`src/rtl/lcd_scan_pkg.sv`:
```
package lcd_scan_pkg;

   typedef enum logic [1:0] {
      PW_1 = 2'd0,
      PW_2 = 2'd1,
      PW_4 = 2'd2,
      PW_8 = 2'd3
   } pix_width_e;

   typedef enum logic {
      SEQ_SHIFT = 1'b0,
      SEQ_LATCH = 1'b1
   } seq_mode_e;

   // index of the final pixel group inside one byte for a given width
   function automatic logic [2:0] final_group(pix_width_e w);
      logic [3:0] groups;
      groups = 4'd8 >> w;
      return 3'(groups - 4'd1);
   endfunction

endpackage

```
`src/rtl/lcd_scan_timing.sv`:
```
module lcd_scan_timing (
   input  logic clk,
   input  logic rst_n,
   input  logic en,
   input  logic cp_fall,
   output logic phase_o,
   output logic boundary_o,
   output logic cp_o
);

   logic live_q;

   always_ff @(posedge clk or negedge rst_n) begin
      if (!rst_n) begin
         phase_o <= 1'b0;
         live_q  <= 1'b0;
         cp_o    <= 1'b0;
      end else if (!en) begin
         phase_o <= 1'b0;
         live_q  <= 1'b0;
         cp_o    <= cp_fall;
      end else begin
         phase_o <= ~phase_o;
         if (phase_o) begin
            live_q <= 1'b1;
            cp_o   <= cp_fall;
         end else begin
            cp_o   <= live_q ? ~cp_fall : cp_fall;
         end
      end
   end

   assign boundary_o = en & phase_o;

endmodule

```
`src/rtl/lcd_scan_seq.sv`:
```
module lcd_scan_seq
   import lcd_scan_pkg::*;
#(
   parameter int MAX_BYTES = 80,
   parameter int MAX_LINES = 640,
   localparam int ADDR_W  = $clog2(MAX_BYTES),
   localparam int BCFG_W  = $clog2(MAX_BYTES + 1),
   localparam int LINE_W  = $clog2(MAX_LINES),
   localparam int LCFG_W  = $clog2(MAX_LINES + 1)
) (
   input  logic              clk,
   input  logic              rst_n,
   input  logic              en,
   input  logic              phase,
   input  logic              boundary,
   input  pix_width_e        width,
   input  logic [BCFG_W-1:0] bytes_per_line,
   input  logic [LCFG_W-1:0] lines_per_frame,
   output logic              rd_en_o,
   output logic [ADDR_W-1:0] rd_addr_o,
   output logic              shift_o,
   output logic              load_o,
   output logic [2:0]        group_o,
   output logic              latch_act_o,
   output logic              fsync_o,
   output logic              pol_o
);

   seq_mode_e         mode_q;
   logic [ADDR_W-1:0] byte_q;
   logic [2:0]        grp_q;
   logic [LINE_W-1:0] line_q;
   logic              last_grp, last_byte, last_line;

   assign last_grp  = (grp_q == final_group(width));
   assign last_byte = (byte_q == ADDR_W'(bytes_per_line - 1'b1));
   assign last_line = (line_q == LINE_W'(lines_per_frame - 1'b1));

   // counters describe the period about to be launched at the next boundary
   assign rd_en_o   = en && !phase && (mode_q == SEQ_SHIFT) && (grp_q == 3'd0);
   assign rd_addr_o = byte_q;
   assign shift_o   = boundary && (mode_q == SEQ_SHIFT);
   assign load_o    = (grp_q == 3'd0);
   assign group_o   = grp_q;

   always_ff @(posedge clk or negedge rst_n) begin
      if (!rst_n) begin
         mode_q      <= SEQ_SHIFT;
         byte_q      <= '0;
         grp_q       <= '0;
         line_q      <= '0;
         latch_act_o <= 1'b0;
         fsync_o     <= 1'b0;
         pol_o       <= 1'b0;
      end else if (!en) begin
         mode_q      <= SEQ_SHIFT;
         byte_q      <= '0;
         grp_q       <= '0;
         line_q      <= '0;
         latch_act_o <= 1'b0;
         fsync_o     <= 1'b0;
      end else if (boundary) begin
         latch_act_o <= (mode_q == SEQ_LATCH);
         fsync_o     <= (line_q == '0);
         if (mode_q == SEQ_LATCH) begin
            mode_q <= SEQ_SHIFT;
            line_q <= last_line ? '0 : line_q + 1'b1;
            if (last_line) pol_o <= ~pol_o;
         end else if (last_grp) begin
            grp_q <= '0;
            if (last_byte) begin
               byte_q <= '0;
               mode_q <= SEQ_LATCH;
            end else begin
               byte_q <= byte_q + 1'b1;
            end
         end else begin
            grp_q <= grp_q + 1'b1;
         end
      end
   end

   // no read beyond the programmed line length
   a_r2_addr_in_line: assert property (@(posedge clk) disable iff (!rst_n)
      rd_en_o |-> (BCFG_W'(rd_addr_o) < bytes_per_line));

   // latch lasts one pixel period (two clocks), never more
   a_r3_latch_two_clocks: assert property (@(posedge clk) disable iff (!rst_n)
      $rose(latch_act_o) |=> latch_act_o);
   a_r3_latch_ends: assert property (@(posedge clk) disable iff (!rst_n)
      (latch_act_o && $past(latch_act_o)) |=> !latch_act_o);

   // polarization only moves together with a latch period
   a_r6_pol_on_latch: assert property (@(posedge clk) disable iff (!rst_n)
      !$stable(pol_o) |-> latch_act_o);

endmodule

```
`src/rtl/lcd_scan_shift.sv`:
```
module lcd_scan_shift
   import lcd_scan_pkg::*;
(
   input  logic       clk,
   input  logic       rst_n,
   input  logic       en,
   input  logic       boundary,
   input  logic       shift,
   input  logic       load,
   input  logic [2:0] group,
   input  pix_width_e width,
   input  logic [7:0] lb_data,
   output logic [7:0] pix_o
);

   logic [7:0] hold_q;
   logic [7:0] src;
   logic [7:0] grp_val [4];

   assign src = load ? lb_data : hold_q;

   // one extractor per supported width, most significant group first
   for (genvar gi = 0; gi < 4; gi++) begin : g_width
      localparam int W = 1 << gi;
      logic [7:0] aligned;
      assign aligned     = src << (group * 3'(W));
      assign grp_val[gi] = 8'(aligned[7 -: W]);
   end

   always_ff @(posedge clk or negedge rst_n) begin
      if (!rst_n) begin
         hold_q <= '0;
         pix_o  <= '0;
      end else if (!en) begin
         pix_o  <= '0;
      end else if (shift) begin
         if (load) hold_q <= lb_data;
         pix_o <= grp_val[width];
      end else if (boundary) begin
         pix_o <= '0;
      end
   end

endmodule

```
`src/rtl/lcd_scan_ctrl.sv`:
```
module lcd_scan_ctrl
   import lcd_scan_pkg::*;
#(
   parameter int MAX_BYTES = 80,
   parameter int MAX_LINES = 640,
   localparam int ADDR_W  = $clog2(MAX_BYTES),
   localparam int BCFG_W  = $clog2(MAX_BYTES + 1),
   localparam int LCFG_W  = $clog2(MAX_LINES + 1)
) (
   input  logic              clk,
   input  logic              rst_n,
   input  logic              cfg_enable,
   input  logic [1:0]        cfg_width,
   input  logic              cfg_cp_fall,
   input  logic              cfg_latch_low,
   input  logic [BCFG_W-1:0] cfg_bytes,
   input  logic [LCFG_W-1:0] cfg_lines,
   output logic              lb_rd_en,
   output logic [ADDR_W-1:0] lb_addr,
   input  logic [7:0]        lb_data,
   output logic [7:0]        lcd_pix,
   output logic              lcd_cp,
   output logic              lcd_latch,
   output logic              lcd_fsync,
   output logic              lcd_pol,
   output logic              lcd_disp
);

   if (MAX_BYTES < 2) begin : g_bad_bytes
      $error("MAX_BYTES must be at least 2");
   end
   if (MAX_LINES < 2) begin : g_bad_lines
      $error("MAX_LINES must be at least 2");
   end

   pix_width_e width;
   logic       phase, boundary, shift, load, latch_act;
   logic [2:0] group;

   assign width = pix_width_e'(cfg_width);

   lcd_scan_timing u_timing (
      .clk        (clk),
      .rst_n      (rst_n),
      .en         (cfg_enable),
      .cp_fall    (cfg_cp_fall),
      .phase_o    (phase),
      .boundary_o (boundary),
      .cp_o       (lcd_cp)
   );

   lcd_scan_seq #(
      .MAX_BYTES (MAX_BYTES),
      .MAX_LINES (MAX_LINES)
   ) u_seq (
      .clk             (clk),
      .rst_n           (rst_n),
      .en              (cfg_enable),
      .phase           (phase),
      .boundary        (boundary),
      .width           (width),
      .bytes_per_line  (cfg_bytes),
      .lines_per_frame (cfg_lines),
      .rd_en_o         (lb_rd_en),
      .rd_addr_o       (lb_addr),
      .shift_o         (shift),
      .load_o          (load),
      .group_o         (group),
      .latch_act_o     (latch_act),
      .fsync_o         (lcd_fsync),
      .pol_o           (lcd_pol)
   );

   lcd_scan_shift u_shift (
      .clk      (clk),
      .rst_n    (rst_n),
      .en       (cfg_enable),
      .boundary (boundary),
      .shift    (shift),
      .load     (load),
      .group    (group),
      .width    (width),
      .lb_data  (lb_data),
      .pix_o    (lcd_pix)
   );

   assign lcd_latch = latch_act ^ cfg_latch_low;

   always_ff @(posedge clk or negedge rst_n) begin
      if (!rst_n) lcd_disp <= 1'b0;
      else        lcd_disp <= cfg_enable;
   end

   // pixel data only moves while the pixel clock rests
   a_r4_data_stable: assert property (@(posedge clk) disable iff (!rst_n)
      !$stable(lcd_pix) |-> (lcd_cp == cfg_cp_fall));

   // display off forces the LCD pins to rest
   a_r8_idle_pins: assert property (@(posedge clk) disable iff (!rst_n)
      !cfg_enable |=> (lcd_pix == 8'd0 && !lcd_fsync && !lcd_disp));

endmodule

```
`config.mk`:
```
export PLATFORM = sky130hd
export DESIGN_NAME = lcd_scan_ctrl
export DESIGN_NICKNAME = d
export VERILOG_FILES = /design/src/rtl/lcd_scan_pkg.sv /design/src/rtl/lcd_scan_timing.sv /design/src/rtl/lcd_scan_seq.sv /design/src/rtl/lcd_scan_shift.sv /design/src/rtl/lcd_scan_ctrl.sv
export SDC_FILE = /design/constraint.sdc
export NUM_CORES = 1
export LEC_CHECK = 0
export BUFFER_PORTS_ARGS = -buffer_cell sky130_fd_sc_hd__buf_2
export CAP_MARGIN = 40
export CORE_UTILIZATION = 50
export CTS_BUF_LIST = sky130_fd_sc_hd__clkbuf_16
export DETAILED_ROUTE_END_ITERATION = 8
export PLACE_DENSITY = 0.76
export SETUP_SLACK_MARGIN = 0.15
export SLEW_MARGIN = 0
export SYNTH_ARGS = -nofsm -noshare
export SYNTH_HDL_FRONTEND = slang
export SYNTH_SLANG_ARGS = --single-unit
```
`constraint.sdc`:
```
create_clock -name clk -period 2.65 [get_ports clk]
set_clock_uncertainty 0.05 [all_clocks]
set_input_delay 0.53 -clock clk [delete_from_list [all_inputs] [get_ports clk]]
set_output_delay 0.53 -clock clk [all_outputs]
set_load 0.02 [all_outputs]
```
Word-level counts from Yosys, hierarchy flattened
Cells that the tools add are included.

Flip-flop bits (word level): 44. Memories: 0. ROM bits: 0. Bits in latches: 0. RAM bits: 0.

Multipliers: 0. Add/sub/neg operators: 6. Shift operators: 4. Muxes and demuxes: 35. Bitwise gates (word level): 7. Reduce and logical (&&, ||, !) cells: 12. Magnitude comparators: 1. Eq/ne operators: 9. Divide/modulo/power cells: 0.

Operators by type and width (count): $mux 8 (6); $mux 10 (4); $mux 7 (5); $shl 8x3->8 (3); $bmux 8 s2 (1); $mux 1 (15); $mux 3 (4); $add 10x1->10 const B (1); $eq 10x10->1 (1); $logic_not 10->1 (1); $sub 10x1->10 const B (1); $ne 2x1->1 const B (4); $add 7x1->7 const B (1); $eq 7x7->1 (1); $sub 7x1->7 const B (1); $reduce_and 2->1 (3); $logic_and 1x1->1 (4); $not 1->1 (4); $reduce_and 4->1 (1); $shr 4x2->3 const A (1); $add 3x1->3 const B (1); $eq 3x3->1 (1); $ge 3x3->1 const B (1); $logic_not 3->1 (1); 8 further kinds (8).

Depth between registers and ports, before layout
Depth in word-level cells: 8. Gate-level depth with buffers: 11. Depth with buffers taken out: 9.

Hierarchy
From an unflattened synthesis, not the netlist that was laid out.

Cell total of the unflattened synthesis: 306. Area total of the unflattened synthesis: 3103.0 sq um.

Modules (own cells, without submodules): lcd_scan_seq (sequential area each 600.6 sq um, cells each 216, area each 1894.3 sq um, instances 1); lcd_scan_shift (sequential area each 400.4 sq um, cells each 80, area each 1059.8 sq um, instances 1); lcd_scan_timing (sequential area each 75.1 sq um, cells each 8, area each 115.1 sq um, instances 1); lcd_scan_ctrl (sequential area each 25.0 sq um, cells each 2, area each 33.8 sq um, instances 1).

Worst setup path before layout
OpenSTA, ideal clock, no wires.

Path kind: in2reg. Start point: input port cfg_lines[0]. End point: register u_seq.line_q[6]. Setup slack: -207 ps. Buffers on the path: 1. Library setup time: 118 ps. Required time: 2482 ps. Arrival: 2689 ps. Stages: 10. Cell sequence: inv_1 > ha_1 > or4b_4 > nor3_2 > o22ai_1 > or4_4 > o31ai_4 > buf_6 > nor3b_1 > a21o_1.

Longest elaborated chain between the ends: 6.

Ends and longest elaborated chain: from (decl) (RTL line lcd_scan_ctrl.sv:17) `input logic [LCFG_W-1:0] cfg_lines,`; $sub 10x1->10 (RTL line lcd_scan_seq.sv:37) `assign last_line = (line_q == LINE_W'(lines_per_frame - 1'b1));`; $eq 10x10->1 (RTL line lcd_scan_seq.sv:37); $mux 10 (RTL line lcd_scan_seq.sv:67) `line_q <= last_line ? '0 : line_q + 1'b1;`; $mux 10 (RTL line lcd_scan_seq.sv:65) `if (mode_q == SEQ_LATCH) begin`; $mux 10 (RTL line lcd_scan_seq.sv:62) `end else if (boundary) begin`; $mux 10 (RTL line lcd_scan_seq.sv:55) `end else if (!en) begin`; to (signal assigned) (RTL line lcd_scan_seq.sv:67); to (decl) (RTL line lcd_scan_seq.sv:32) `logic [LINE_W-1:0] line_q;`.

No other way between the ends. The select of a mux whose other input is x is not followed. A chain may end at the register's enable or synchronous reset.

Worst setup path in the final report
Start point: input port cfg_lines[1]. End point: register u_seq.line_q[7].

The elaborated chain is that of the path after synthesis.

==> reports/results.tsv <==
metric	value	unit
drt-total-wl	7220	um
grt_max_degree	24	
grt_usage	24.7	%
layout-drive-gt1-share	28.6	%
pwr-share-clk	36.4	%
syn_area_per_cell	8.98	um2
cts_sinks	44	
power_frac_seq	40.7	%
hold_violations	0	
timing.rr.start	u_seq.line_q[6]$_DFFE_PN0P_	
peakVddDrop	0.525	mV
drv_slew	0	
max_stage_delay	510	ps
synth-edff-count	0	
die_area	0.00618	mm2
via_per_inst	5.83	
cp_cell_sequence	buf_12 -> inv_12 -> ha_4 -> or4b_4 -> nor3_2 -> o22ai_1 -> or4_4 -> o31ai_4 -> buf_6 -> buf_16 -> nor3b_1 -> a21o_1	
r2r.worst_path.cells	9	
syn-num-nets	366	
syn_area	0.00294	mm2
ys_warn_count	0	
critPathSlowestCell	or4_4	
die_x	78.6	um
leakagePower	0.00178	uW
ant_nets	0	
finalWeightedCongestion	0.853	
dp_cells	472	
max_freq	0.373	GHz
critPathArrivalTime	2810	ps
syn_inst	327	
startpoint_type	input port	
internal-power	1360	uW
hold_class	in -> async	
swShare	27.7	%
diodes	0	
drt_iter0_drc	147	
portBuffers	52	
die-height	78.6	um
grt_pass1_wl	12100	um
tightest_slew	456	ps
ys_types	58	
drc	0	
worst_r2r_endpoint	u_seq.line_q[7]$_DFFE_PN0P_	
critPathTopFamily	simple AND/OR/NAND/NOR gates	
wire_per_inst	14.9	um
clkTransAtPathRegs	60	ps
synth-seq-area-share	37.5	%
clock_latency	280	ps
ctsHoldBuffers	0	
min_period	2680	ps
first_pass_iters	5	
power_per_cell_area	494	mW/mm2
setup_ws	-33.7	ps
synth_seq_cells	44	
htreeDepth	2	
vias	2827	
cp.buffers_inverters	4	
final_cells	485	
antenna_found_initial	0	
synth_ff_type	dfrtp_1	
run_status	finished, violations left	
rows	27	
hpwlAfterDp	5330	um
cp_max_fo	8	
rrSetupSlack	170	ps
cts_made_buffers	5	
power_frac_comb	22.9	%
grt_pass1_vias	2715	
tns	-162	ps
critPathRequiredTime	2770	ps
num_io_pins	53	
failed_checks	setup timing	
grt_remaining_overflow	0	
cts_tree	done	
power_switching	520	uW
synth-async-reset-ratio	100	%
relSlewSlack	69.2	%
initial_core_util	52.7	%
period_share	101	%
setup_violations	8	
rsz0062_at_grt	yes	
core	0.00557	mm2
cp-end-kind	flip-flop	
area_growth	29.4	%
finalNetCount	451	
cap_violations	0	
crit_type	in -> reg	
cts_buffer_depth	2	
clockRootBuffer	clkbuf_16	
[how the worst max path moves through the flow]
stage	from	end	slack, ps	depth (start not counted)
after floorplan	cfg_lines[1]	u_seq.line_q[6]$_DFFE_PN0P_	-40	10
after global placement	cfg_lines[1]	u_seq.line_q[9]$_DFFE_PN0P_	-300	11
after detailed placement	cfg_lines[1]	u_seq.line_q[9]$_DFFE_PN0P_	-320	11
after CTS	cfg_lines[1]	u_seq.line_q[2]$_DFFE_PN0P_	0.09	11
after global routing	cfg_lines[1]	u_seq.line_q[3]$_DFFE_PN0P_	-100	12
final	cfg_lines[1]	u_seq.line_q[7]$_DFFE_PN0P_	-30	12
[cell families (layout without fill, tap and decap cells)]
kind of cell               count (synthesis)  after routing  synth area share, %
xor gates and xnor gates                  21             21                 6.26
AOI/OAI and AO/OA                         79             79                 18.3
buffers and inverters                     27            113                 3.79
DFF                                       44             44                 37.5
adders and majority gates                  7              7                 2.98
and+or+nand+nor                          134            134                 25.1
muxes                                     15             15                 6.05
[synthesized netlist by cell type, drive strengths merged, types with 6 or more instances]
cell type	count	area, um2
o21ai	22	110
nor2b	8	50.1
dfrtp	44	1100
nor3b	7	52.6
mux2i	11	110
nor3	15	80.1
nor2	21	78.8
ha	7	87.6
nand4	6	37.5
a21oi	12	60.1
nand3	9	45.0
xnor2	10	87.6
and3	9	56.3
nand2	26	97.6
xor2	11	96.3
clkbuf	9	33.8
o22ai	6	37.5
inv	14	52.6
nand2b	9	56.3
[power by group through the flow]
stage	Clock (uW)	Combinational [uW]	Sequential, uW
2_1_floorplan	0	231	790
3_3_place_gp	0	408	775
3_5_place_dp	0	422	776
4_1_cts	695	428	765
5_1_grt	723	474	772
6_report	684	430	765
[worst register-to-register path: stages (launching register included)]
cell and delay [ps]:
dfrtp_1 460, xnor2_1 300, o21a_1 170, o22ai_1 90, or4_4 510, o31ai_4 320, buf_6 160, buf_16 120
nor3b_1 50, a21o_1 160
[per-stage QoR]
stage	cell area (um2)	utilization [%]	worst slack, ps	total power (uW)	hold WS [ps]
2_1_floorplan	2980	-	-38.1	1020	184
3_3_place_gp	3540	63.4	-296	1180	409
3_5_place_dp	3540	63.4	-318	1200	420
4_1_cts	3780	67.8	0.0875	1890	175
5_1_grt	3800	68.2	-97.9	1970	196
6_report	3800	68.2	-33.7	1880	168
[placed cells by master, fill, tap and decap left out, types with 9 or more instances in the layout]
master	n
buf_2	50
inv_1	12
nand2_1	26
xor2_1	11
mux2i_1	11
xnor2_1	10
o21ai_0	19
buf_4	35
dfrtp_1	44
nor3_1	13
nand3_1	9
nor2_1	20
a21oi_1	12
nand2b_1	9
[per-layer routing]
metal	global-route usage, %	share of wire, %
met5	0	0
met4	6.85	1.0
met3	4.88	4.7
met2	42.8	50
met1	31.1	44
[state kept, by name, summed over array words and instances (netlist names), 3 cells and up]
signal           count
u_seq.group_o        3
u_seq.line_q        10
u_seq.rd_addr_o      7
u_shift.hold_q       8
u_shift.pix_o        8
[cell type report]
class                   instances  area (um2)
clock inverters                 3        38.8
well taps                      72        90.1
flip-flops and latches         44        1100
clock buffers                   5         125
repair buffers                 91         614
fillers                       474        1770
inverters                      14        70.1
multi-input cells             256        1760
[timing repair]
| action | CTS | global route |
|---|---|---|
| resized for setup | 9 | 5 |
| pin swaps | 3 | 3 |
| endpoints found under the setup margin | 9 | 11 |
| buffers inserted | 3 | 1 |
| cloned | 1 | 0 |
Note: power is estimated with default switching activity, not from simulation.
